==> src/rtl/osv_pkg.sv <==
// Shared constants and types for the octet streamer.
// Assumes an octet of eight words, fixed by the memory port's transfer size.
package osv_pkg;
    localparam int OCT = 8;

    typedef enum logic [1:0] {
        GR_NONE = 2'd0,
        GR_X    = 2'd1,
        GR_Y    = 2'd2,
        GR_Z    = 2'd3
    } grant_e;

    typedef enum logic {
        ST_IDLE = 1'b0,
        ST_RUN  = 1'b1
    } mode_e;
endpackage

==> src/rtl/osv_inbuf.sv <==
// Operand ping-pong buffer: two octet halves. The memory side fills the half
// at wr_sel; the arithmetic side pops words from the half at rd_sel.
// Assumes fill_en is only raised when can_fill is high and pop only when avail.
module osv_inbuf
    import osv_pkg::*;
#(
    parameter int W = 16
) (
    input  logic              clk,
    input  logic              rst_n,
    input  logic              fill_en,
    input  logic [OCT*W-1:0]  fill_data,
    input  logic [3:0]        fill_cnt,
    input  logic              pop,
    output logic [W-1:0]      out_word,
    output logic              avail,
    output logic              can_fill,
    output logic [4:0]        level
);
    logic [W-1:0] data_q [0:1][0:OCT-1];
    logic [3:0]   cnt_q  [0:1];
    logic [1:0]   full_q;
    logic         wr_sel_q, rd_sel_q;
    logic [2:0]   rd_idx_q;
    logic         half_end;

    // Purpose: capture an arriving octet into the half being filled.
    always_ff @(posedge clk) begin
        if (fill_en) begin
            for (int i = 0; i < OCT; i++) begin
                data_q[wr_sel_q][i] <= fill_data[i*W +: W];
            end
        end
    end

    assign half_end = ({1'b0, rd_idx_q} + 4'd1) == cnt_q[rd_sel_q];

    // Purpose: track which halves are full and the position of the read pointer.
    always_ff @(posedge clk) begin
        if (!rst_n) begin
            full_q   <= 2'b00;
            wr_sel_q <= 1'b0;
            rd_sel_q <= 1'b0;
            rd_idx_q <= 3'd0;
            cnt_q[0] <= 4'd0;
            cnt_q[1] <= 4'd0;
        end else begin
            if (fill_en) begin
                full_q[wr_sel_q] <= 1'b1;
                cnt_q[wr_sel_q]  <= fill_cnt;
                wr_sel_q         <= ~wr_sel_q;
            end
            if (pop && full_q[rd_sel_q]) begin
                if (half_end) begin
                    full_q[rd_sel_q] <= 1'b0;
                    rd_sel_q         <= ~rd_sel_q;
                    rd_idx_q         <= 3'd0;
                end else begin
                    rd_idx_q <= rd_idx_q + 3'd1;
                end
            end
        end
    end

    // Purpose: present the head word, flags and the number of words held.
    always_comb begin
        out_word = data_q[rd_sel_q][rd_idx_q];
        avail    = full_q[rd_sel_q];
        can_fill = !full_q[wr_sel_q];
        level    = {1'b0, full_q[0] ? cnt_q[0] : 4'd0}
                 + {1'b0, full_q[1] ? cnt_q[1] : 4'd0}
                 - {2'b00, avail ? rd_idx_q : 3'd0};
    end
endmodule

==> src/rtl/osv_outbuf.sv <==
// Result ping-pong buffer: two octet halves. Results are pushed one word at a
// time. A half closes after eight words or on the last word of the run. The
// memory side drains the half at rd_sel.
// Assumes push only when wr_ok and drain only when rd_full.
module osv_outbuf
    import osv_pkg::*;
#(
    parameter int W = 16
) (
    input  logic              clk,
    input  logic              rst_n,
    input  logic              push,
    input  logic [W-1:0]      push_data,
    input  logic              push_last,
    input  logic              drain,
    output logic              wr_ok,
    output logic              rd_full,
    output logic [OCT*W-1:0]  rd_data,
    output logic [3:0]        rd_cnt
);
    logic [W-1:0] data_q [0:1][0:OCT-1];
    logic [3:0]   cnt_q  [0:1];
    logic [1:0]   full_q;
    logic         wr_sel_q, rd_sel_q;
    logic [2:0]   wr_idx_q;

    // Purpose: write an accepted result into the open half.
    always_ff @(posedge clk) begin
        if (push) begin
            data_q[wr_sel_q][wr_idx_q] <= push_data;
        end
    end

    // Purpose: close halves on the eighth or last word, and free them on drain.
    always_ff @(posedge clk) begin
        if (!rst_n) begin
            full_q   <= 2'b00;
            wr_sel_q <= 1'b0;
            rd_sel_q <= 1'b0;
            wr_idx_q <= 3'd0;
            cnt_q[0] <= 4'd0;
            cnt_q[1] <= 4'd0;
        end else begin
            if (push) begin
                if (wr_idx_q == 3'd7 || push_last) begin
                    full_q[wr_sel_q] <= 1'b1;
                    cnt_q[wr_sel_q]  <= {1'b0, wr_idx_q} + 4'd1;
                    wr_sel_q         <= ~wr_sel_q;
                    wr_idx_q         <= 3'd0;
                end else begin
                    wr_idx_q <= wr_idx_q + 3'd1;
                end
            end
            if (drain && full_q[rd_sel_q]) begin
                full_q[rd_sel_q] <= 1'b0;
                rd_sel_q         <= ~rd_sel_q;
            end
        end
    end

    // Purpose: expose the drain half as one octet with its word count.
    always_comb begin
        for (int i = 0; i < OCT; i++) begin
            rd_data[i*W +: W] = data_q[rd_sel_q][i];
        end
        rd_cnt  = cnt_q[rd_sel_q];
        rd_full = full_q[rd_sel_q];
        wr_ok   = !full_q[wr_sel_q];
    end
endmodule

==> src/rtl/osv_agen.sv <==
// Octet address generator for one stream. It holds the current octet address
// and the number of elements still to move. step advances by eight elements.
// Assumes step is only raised while more is high.
module osv_agen #(
    parameter int AW = 16,
    parameter int CW = 12
) (
    input  logic          clk,
    input  logic          rst_n,
    input  logic          load,
    input  logic [AW-1:0] base,
    input  logic [CW-1:0] count,
    input  logic [AW-1:0] stride,
    input  logic          step,
    output logic [AW-1:0] addr,
    output logic [3:0]    oct_cnt,
    output logic          more
);
    logic [AW-1:0] addr_q;
    logic [CW-1:0] rem_q;

    // Purpose: elements carried by the current octet (eight, or the remainder).
    always_comb begin
        oct_cnt = (rem_q >= CW'(8)) ? 4'd8 : rem_q[3:0];
        more    = rem_q != '0;
        addr    = addr_q;
    end

    // Purpose: load at run start and advance one octet per completed access.
    always_ff @(posedge clk) begin
        if (!rst_n) begin
            addr_q <= '0;
            rem_q  <= '0;
        end else if (load) begin
            addr_q <= base;
            rem_q  <= count;
        end else if (step) begin
            addr_q <= addr_q + (stride << 3);
            rem_q  <= rem_q - {{(CW-4){1'b0}}, oct_cnt};
        end
    end
endmodule

==> src/rtl/osv_arb.sv <==
// Port arbiter. A full result half goes first. Otherwise the operand stream
// with fewer buffered words is chosen, and X wins a tie.
// Assumes the caller samples the grant only while the port is free.
module osv_arb
    import osv_pkg::*;
(
    input  logic       z_want,
    input  logic       x_want,
    input  logic       y_want,
    input  logic [4:0] x_level,
    input  logic [4:0] y_level,
    output grant_e     grant
);
    // Purpose: fixed store-first priority, then the emptier operand stream.
    always_comb begin
        if (z_want)                grant = GR_Z;
        else if (x_want && y_want) grant = (y_level < x_level) ? GR_Y : GR_X;
        else if (x_want)           grant = GR_X;
        else if (y_want)           grant = GR_Y;
        else                       grant = GR_NONE;
    end
endmodule

==> src/rtl/octet_streamer.sv <==
// Double-buffered operand/result streamer between an octet-wide memory port
// and one arithmetic unit. A vector run moves v_count elements. A scalar run
// is a one-element run whose operands may be taken from the last result.
// Assumes one memory request is outstanding at a time, and that the arithmetic
// unit returns exactly one result per operand pair, in order.
module octet_streamer
    import osv_pkg::*;
#(
    parameter int W  = 16,
    parameter int AW = 16,
    parameter int CW = 12
) (
    input  logic              clk,
    input  logic              rst_n,
    input  logic              v_start,
    input  logic [AW-1:0]     v_xbase,
    input  logic [AW-1:0]     v_ybase,
    input  logic [AW-1:0]     v_zbase,
    input  logic [AW-1:0]     v_stride,
    input  logic [CW-1:0]     v_count,
    input  logic              s_start,
    input  logic              s_xfwd,
    input  logic              s_yfwd,
    input  logic [AW-1:0]     s_xaddr,
    input  logic [AW-1:0]     s_yaddr,
    input  logic [AW-1:0]     s_zaddr,
    output logic              busy,
    output logic              done,
    output logic              mem_req,
    output logic              mem_we,
    output logic [AW-1:0]     mem_addr,
    output logic [AW-1:0]     mem_stride,
    output logic [OCT*W-1:0]  mem_wdata,
    output logic [OCT-1:0]    mem_wmask,
    input  logic [OCT*W-1:0]  mem_rdata,
    input  logic              mem_ack,
    output logic              op_valid,
    input  logic              op_ready,
    output logic [W-1:0]      op_x,
    output logic [W-1:0]      op_y,
    input  logic              res_valid,
    output logic              res_ready,
    input  logic [W-1:0]      res_data
);
    localparam int DW = OCT * W;

    mode_e         mode_q;
    grant_e        port_gnt_q, grant;
    logic          port_busy_q, done_q;
    logic [AW-1:0] stride_q;
    logic [CW-1:0] res_rem_q;
    logic [W-1:0]  z_last_q;

    logic start_v, start_s, start_any, port_ack;
    logic x_step, y_step, z_step, pop, push;
    logic x_fill, y_fill;
    logic [DW-1:0] x_fill_data, y_fill_data;
    logic [3:0]    x_fill_cnt, y_fill_cnt;

    logic [AW-1:0] x_addr, y_addr, z_addr;
    logic [3:0]    x_oct, y_oct, z_oct;
    logic          x_more, y_more, z_more;
    logic          x_avail, y_avail, x_can, y_can;
    logic [4:0]    x_lvl, y_lvl;
    logic          z_wr_ok, z_rd_full;
    logic [3:0]    z_rd_cnt;

    // Purpose: decode start pulses that are accepted only while idle.
    always_comb begin
        start_v   = (mode_q == ST_IDLE) && v_start && (v_count != '0);
        start_s   = (mode_q == ST_IDLE) && s_start && !v_start;
        start_any = start_v || start_s;
        port_ack  = port_busy_q && mem_ack;
        x_step    = port_ack && (port_gnt_q == GR_X);
        y_step    = port_ack && (port_gnt_q == GR_Y);
        z_step    = port_ack && (port_gnt_q == GR_Z);
        pop       = op_valid && op_ready;
        push      = res_valid && res_ready;
    end

    // Purpose: choose each operand buffer's fill source (memory or last result).
    always_comb begin
        x_fill      = x_step || (start_s && s_xfwd);
        y_fill      = y_step || (start_s && s_yfwd);
        x_fill_data = x_step ? mem_rdata : {{(DW-W){1'b0}}, z_last_q};
        y_fill_data = y_step ? mem_rdata : {{(DW-W){1'b0}}, z_last_q};
        x_fill_cnt  = x_step ? x_oct : 4'd1;
        y_fill_cnt  = y_step ? y_oct : 4'd1;
    end

    osv_agen #(.AW(AW), .CW(CW)) u_agen_x (
        .clk(clk), .rst_n(rst_n), .load(start_any),
        .base(start_v ? v_xbase : s_xaddr),
        .count(start_v ? v_count : CW'(s_xfwd ? 0 : 1)),
        .stride(stride_q), .step(x_step),
        .addr(x_addr), .oct_cnt(x_oct), .more(x_more)
    );

    osv_agen #(.AW(AW), .CW(CW)) u_agen_y (
        .clk(clk), .rst_n(rst_n), .load(start_any),
        .base(start_v ? v_ybase : s_yaddr),
        .count(start_v ? v_count : CW'(s_yfwd ? 0 : 1)),
        .stride(stride_q), .step(y_step),
        .addr(y_addr), .oct_cnt(y_oct), .more(y_more)
    );

    osv_agen #(.AW(AW), .CW(CW)) u_agen_z (
        .clk(clk), .rst_n(rst_n), .load(start_any),
        .base(start_v ? v_zbase : s_zaddr),
        .count(start_v ? v_count : CW'(1)),
        .stride(stride_q), .step(z_step),
        .addr(z_addr), .oct_cnt(z_oct), .more(z_more)
    );

    osv_inbuf #(.W(W)) u_xbuf (
        .clk(clk), .rst_n(rst_n), .fill_en(x_fill), .fill_data(x_fill_data),
        .fill_cnt(x_fill_cnt), .pop(pop), .out_word(op_x), .avail(x_avail),
        .can_fill(x_can), .level(x_lvl)
    );

    osv_inbuf #(.W(W)) u_ybuf (
        .clk(clk), .rst_n(rst_n), .fill_en(y_fill), .fill_data(y_fill_data),
        .fill_cnt(y_fill_cnt), .pop(pop), .out_word(op_y), .avail(y_avail),
        .can_fill(y_can), .level(y_lvl)
    );

    osv_outbuf #(.W(W)) u_zbuf (
        .clk(clk), .rst_n(rst_n), .push(push), .push_data(res_data),
        .push_last(res_rem_q == CW'(1)), .drain(z_step),
        .wr_ok(z_wr_ok), .rd_full(z_rd_full), .rd_data(mem_wdata),
        .rd_cnt(z_rd_cnt)
    );

    osv_arb u_arb (
        .z_want(z_rd_full),
        .x_want(x_more && x_can),
        .y_want(y_more && y_can),
        .x_level(x_lvl), .y_level(y_lvl),
        .grant(grant)
    );

    // Purpose: hold one port transaction from grant to acknowledge.
    always_ff @(posedge clk) begin
        if (!rst_n) begin
            port_busy_q <= 1'b0;
            port_gnt_q  <= GR_NONE;
        end else if (port_busy_q) begin
            if (mem_ack) begin
                port_busy_q <= 1'b0;
                port_gnt_q  <= GR_NONE;
            end
        end else if (mode_q == ST_RUN && grant != GR_NONE) begin
            port_busy_q <= 1'b1;
            port_gnt_q  <= grant;
        end
    end

    // Purpose: run state, stride, owed-result count, last result and done pulse.
    always_ff @(posedge clk) begin
        if (!rst_n) begin
            mode_q    <= ST_IDLE;
            done_q    <= 1'b0;
            stride_q  <= '0;
            res_rem_q <= '0;
            z_last_q  <= '0;
        end else begin
            done_q <= 1'b0;
            if (push) begin
                res_rem_q <= res_rem_q - CW'(1);
                z_last_q  <= res_data;
            end
            if (start_any) begin
                mode_q    <= ST_RUN;
                stride_q  <= start_v ? v_stride : AW'(1);
                res_rem_q <= start_v ? v_count : CW'(1);
            end else if (mode_q == ST_RUN && !z_more && !port_busy_q) begin
                mode_q <= ST_IDLE;
                done_q <= 1'b1;
            end
        end
    end

    // Purpose: drive the port and the arithmetic-side handshakes.
    always_comb begin
        busy       = mode_q == ST_RUN;
        done       = done_q;
        mem_req    = port_busy_q;
        mem_we     = port_gnt_q == GR_Z;
        mem_stride = stride_q;
        case (port_gnt_q)
            GR_X:    mem_addr = x_addr;
            GR_Y:    mem_addr = y_addr;
            GR_Z:    mem_addr = z_addr;
            default: mem_addr = '0;
        endcase
        for (int i = 0; i < OCT; i++) begin
            mem_wmask[i] = mem_we && (4'(i) < z_rd_cnt);
        end
        op_valid  = x_avail && y_avail;
        res_ready = busy && (res_rem_q != '0) && z_wr_ok;
    end

    // z_oct is used only for pacing in the generator; tie it into a reduction.
    logic unused_z_oct;
    assign unused_z_oct = ^z_oct;
endmodule

==> config.mk <==
export PLATFORM = sky130hd
export DESIGN_NAME = octet_streamer
export DESIGN_NICKNAME = d
export VERILOG_FILES = /design/src/rtl/osv_pkg.sv /design/src/rtl/osv_inbuf.sv /design/src/rtl/osv_outbuf.sv /design/src/rtl/osv_agen.sv /design/src/rtl/osv_arb.sv /design/src/rtl/octet_streamer.sv
export SDC_FILE = /design/constraint.sdc
export NUM_CORES = 1
export LEC_CHECK = 0
export BUFFER_PORTS_ARGS = -buffer_cell sky130_fd_sc_hd__buf_2
export CAP_MARGIN = 20
export CORE_AREA = 2 2 269 271
export CTS_CLUSTER_DIAMETER = 80
export DETAILED_ROUTE_END_ITERATION = 8
export DIE_AREA = 0 0 271 273
export PLACE_DENSITY = 0.8
export SYNTH_ARGS = -nofsm -noshare
export SYNTH_HDL_FRONTEND = slang
export SYNTH_SLANG_ARGS = --single-unit
==> constraint.sdc <==
create_clock -name clk -period 8.9 [get_ports clk]
set_input_delay 0.445 -clock clk [delete_from_list [all_inputs] [get_ports clk]]
set_output_delay 0.445 -clock clk [all_outputs]
set_load 0.05 [all_outputs]
==> flow_metrics.env <==
export IMPL_cts_inserted_buffers=95
export IMPL_cp_required_ps=8460
export IMPL_ctsHoldBuffers=0
export IMPL_grt_setup_unrepaired="false"
export IMPL_use_met2_pct=50.1
export IMPL_wire_per_inst_um=25.2
export IMPL_grt_ovfl_total=0
export IMPL_grt_pass1_wl_um=164000
export IMPL_cp_cell_sequence="buf_4, mux4_2, mux4_2, buf_2"
export IMPL_skew_ps=31.1
export IMPL_avgSynthCellArea_um2=14.5
export IMPL_status="finished clean"
export IMPL_cts_clk_slew_worst_paths_ps=60
export IMPL_p_leak_nw=16.7
export IMPL_clkPwrFrac_pct=40.1
export IMPL_min_path_type="primary input to flip-flop"
export IMPL_start_util_pct=58.7
export IMPL_place_gp_congestion=0.860
export IMPL_grt_pass1_vias=27200
export IMPL_synthArstFlopShare_pct=0
export IMPL_post_cts_buffers=0
export IMPL_setup_viol=0
export IMPL_r2r_cells=8
export IMPL_cts_root_buffer="clkbuf_16"
export IMPL_finalHoldViolCount=0
export IMPL_placed_cell_area_um2=45100
export IMPL_comb_power_share_pct=9.2
export IMPL_cpMostUsedCell="mux4_2"
export IMPL_final_core_util_pct=68.1
export IMPL_worst_slack_ps=4790
export IMPL_clk_path_buf_depth=3
export IMPL_tns_ps=0
export IMPL_num_vias=27100
export IMPL_worstPathArrival_ps=3670
export IMPL_use_met1_pct=38.3
export IMPL_worstReg2RegStart="port_gnt_q[0]"
export IMPL_swShare_pct=24.2
export IMPL_antenna_found_initial=18
export IMPL_synth_top_cells_by_area="edfxtp_1 (57%), mux4_2 (8.6%), dfxtp_1 (7.5%)"
export IMPL_fin_area_um2=48400
export IMPL_synth_edff_count=792
export IMPL_cp_slowest_stage_delay_ps=820
export IMPL_die_w_um=271
export IMPL_pre_cts_ws_ps=4580
export IMPL_synthCells=2869
export IMPL_grt_max_degree=118
export IMPL_cts_tree="yes"
export IMPL_post_route_drc_count=0
export IMPL_clock_latency_ps=660
export IMPL_seqPwrFrac_pct=50.7
export IMPL_end_kind="output port"
export IMPL_grt_use_met3_pct=4.45
export IMPL_die_area_um2=74000
export IMPL_core_area_um2=71000
export IMPL_ir_drop_v=0.000205
export IMPL_drt_wl_total_um=110000
export IMPL_synth_seq_cells=949
export IMPL_io_pins=483
export IMPL_start_kind="flip-flop"
export IMPL_place_inst=4184
export IMPL_yosys_area_top_type="edfxtp_1"
export IMPL_nNetsFinal=3684
export IMPL_area_delta_synth_final_pct=16.1
export IMPL_yosys_warnings=0
export IMPL_io_buffers=482
export IMPL_drt_pre_antenna_iters=6
export IMPL_power_switching_mw=2.40
export IMPL_synth_flop_cell="edfxtp_1"
export IMPL_ant_nets=0
export IMPL_finalCriticalPeriod_ps=4110
export IMPL_busiest_layer="met2"
export IMPL_ys_seq_area_share_pct=64.6
export IMPL_holdWs_ps=41.7
export IMPL_cts_resized=0
export IMPL_r2r_end="u_xbuf.data_q[1][122]"
export IMPL_cp_slowest_cell="dfxtp_4"
export IMPL_fmax_mhz=243
export IMPL_yosysMostFrequentCell="edfxtp_1"
export IMPL_p_total_mw=9.93
export IMPL_r2r_slack_ps=4920
export IMPL_yosysUniqueCellTypes=78
export IMPL_clock_sinks=949
export IMPL_path_max_fanout=35
export IMPL_synth_common_cells="edfxtp_1 (792), nand2_1 (279), and2_1 (251)"
export IMPL_path_class="flip-flop to output port"
export IMPL_slew_headroom_pct=27.1
export IMPL_rows=98
export IMPL_drive_gt1_share_pct=30.0
export IMPL_cp_endpoint="op_x[7]"
export IMPL_fin_crit_sh_pct=46.2
export IMPL_grt_use_total_pct=29.3
export IMPL_power_density_nw_per_um2=205
export IMPL_hpwlAfterDp_um=69800
export IMPL_synth_area_um2=41700
export IMPL_h_tree_depth=3
export IMPL_internal_power_mw=7.53
export IMPL_cap_viol_max_count=0
export IMPL_via_per_inst=6.19
export IMPL_synth_top_area_share_pct=57.1
export IMPL_final_max_slew_viol_count=0
export IMPL_instances_no_fill=4380
export IMPL_first_iter_violations=2657
export IMPL_die_y_um=273
export IMPL_worst_slew_pin_slew_ps=1090
==> per-layer routing <==
layer | routed length [um] | vias to the layer above
met4 | 3770 | 8
met3 | 8010 | 223
li1 | - | 11900
met5 | 46 | -
met1 | 42600 | 13600
met2 | 56100 | 1372
==> power groups by stage <==
stage	Combinational (mW)	Clock [mW]	Sequential (mW)
2_1_floorplan	0.587	0	5.12
3_3_place_gp	0.868	0	5.11
3_5_place_dp	0.898	0	5.12
4_1_cts	0.906	4.02	5.03
5_1_grt	0.989	4.19	5.04
6_report	0.917	3.98	5.03
==> cell usage in the layout, fill, tap and decap left out, drive strengths merged, types with 24 or more instances in the layout <==
| master | Yosys | final |
|---|---|---|
| xnor2 | 28 | 28 |
| a21boi | 56 | 56 |
| ha | 62 | 62 |
| nand3 | 43 | 43 |
| nor3 | 29 | 29 |
| mux4 | 160 | 160 |
| inv | 44 | 47 |
| mux2 | 146 | 146 |
| dfxtp | 157 | 157 |
| clkbuf | 127 | 112 |
| a21oi | 113 | 113 |
| edfxtp | 792 | 792 |
| nor2 | 91 | 91 |
| nor2b | 24 | 24 |
| nand2 | 280 | 280 |
| and2 | 252 | 252 |
| clkinv | 0 | 45 |
| xor2 | 25 | 25 |
| o21ai | 120 | 120 |
| buf | 39 | 534 |
==> sequential cells by signal, indices dropped and copies added (netlist names), 16 cells and up, named ones only <==
| name | count |
|---|---|
| mem_stride | 16 |
| u_agen_x.addr | 16 |
| u_agen_y.addr | 16 |
| u_agen_z.addr | 16 |
| u_xbuf.data_q | 256 |
| u_ybuf.data_q | 256 |
| u_zbuf.data_q | 256 |
| z_last_q | 16 |
==> kinds of logic after synthesis <==
logic type	share of synthesized area, %
AND/OR/NAND/NOR	9.72
flip-flops	64.6
multiplexers	13.0
AO/OA/AOI/OAI	7.32
buffers and inverters	1.96
adder cells (fa/ha/maj)	2.29
other	0.00900
XOR/XNOR	1.11
==> worst min path at each step <==
stage	from	cells after the start	slack, ps	to
2_1_floorplan	u_agen_z.rem_q[0]	1	410	done
3_3_place_gp	u_agen_y.addr[1]	2	460	u_agen_y.addr[1]
3_5_place_dp	u_agen_y.addr[2]	2	460	u_agen_y.addr[2]
4_1_cts	v_stride[12]	3	10	mem_stride[12]
5_1_grt	v_zbase[1]	2	20	u_agen_z.addr[1]
6_report	v_stride[12]	3	40	mem_stride[12]
==> critical path: cells and delay by family (launching register included) <==
| kind | cells | cell delay [ps] |
|---|---|---|
| buffers and inverters | 2 | 970 |
| flip-flops | 1 | 820 |
| multiplexers | 2 | 1190 |
==> final cells by class <==
class                           count  area (um2)
Fill cell                        4615       22600
Inverter                           44         165
Antenna cell                       13        32.5
Clock inverter                     66         657
Timing Repair Buffer              534        2890
Clock buffer                      112        2470
Sequential cell                   949       26900
Multi-Input combinational cell   1712       14000
Tap cell                          950        1190
Note: power is estimated with default switching activity, not from simulation.
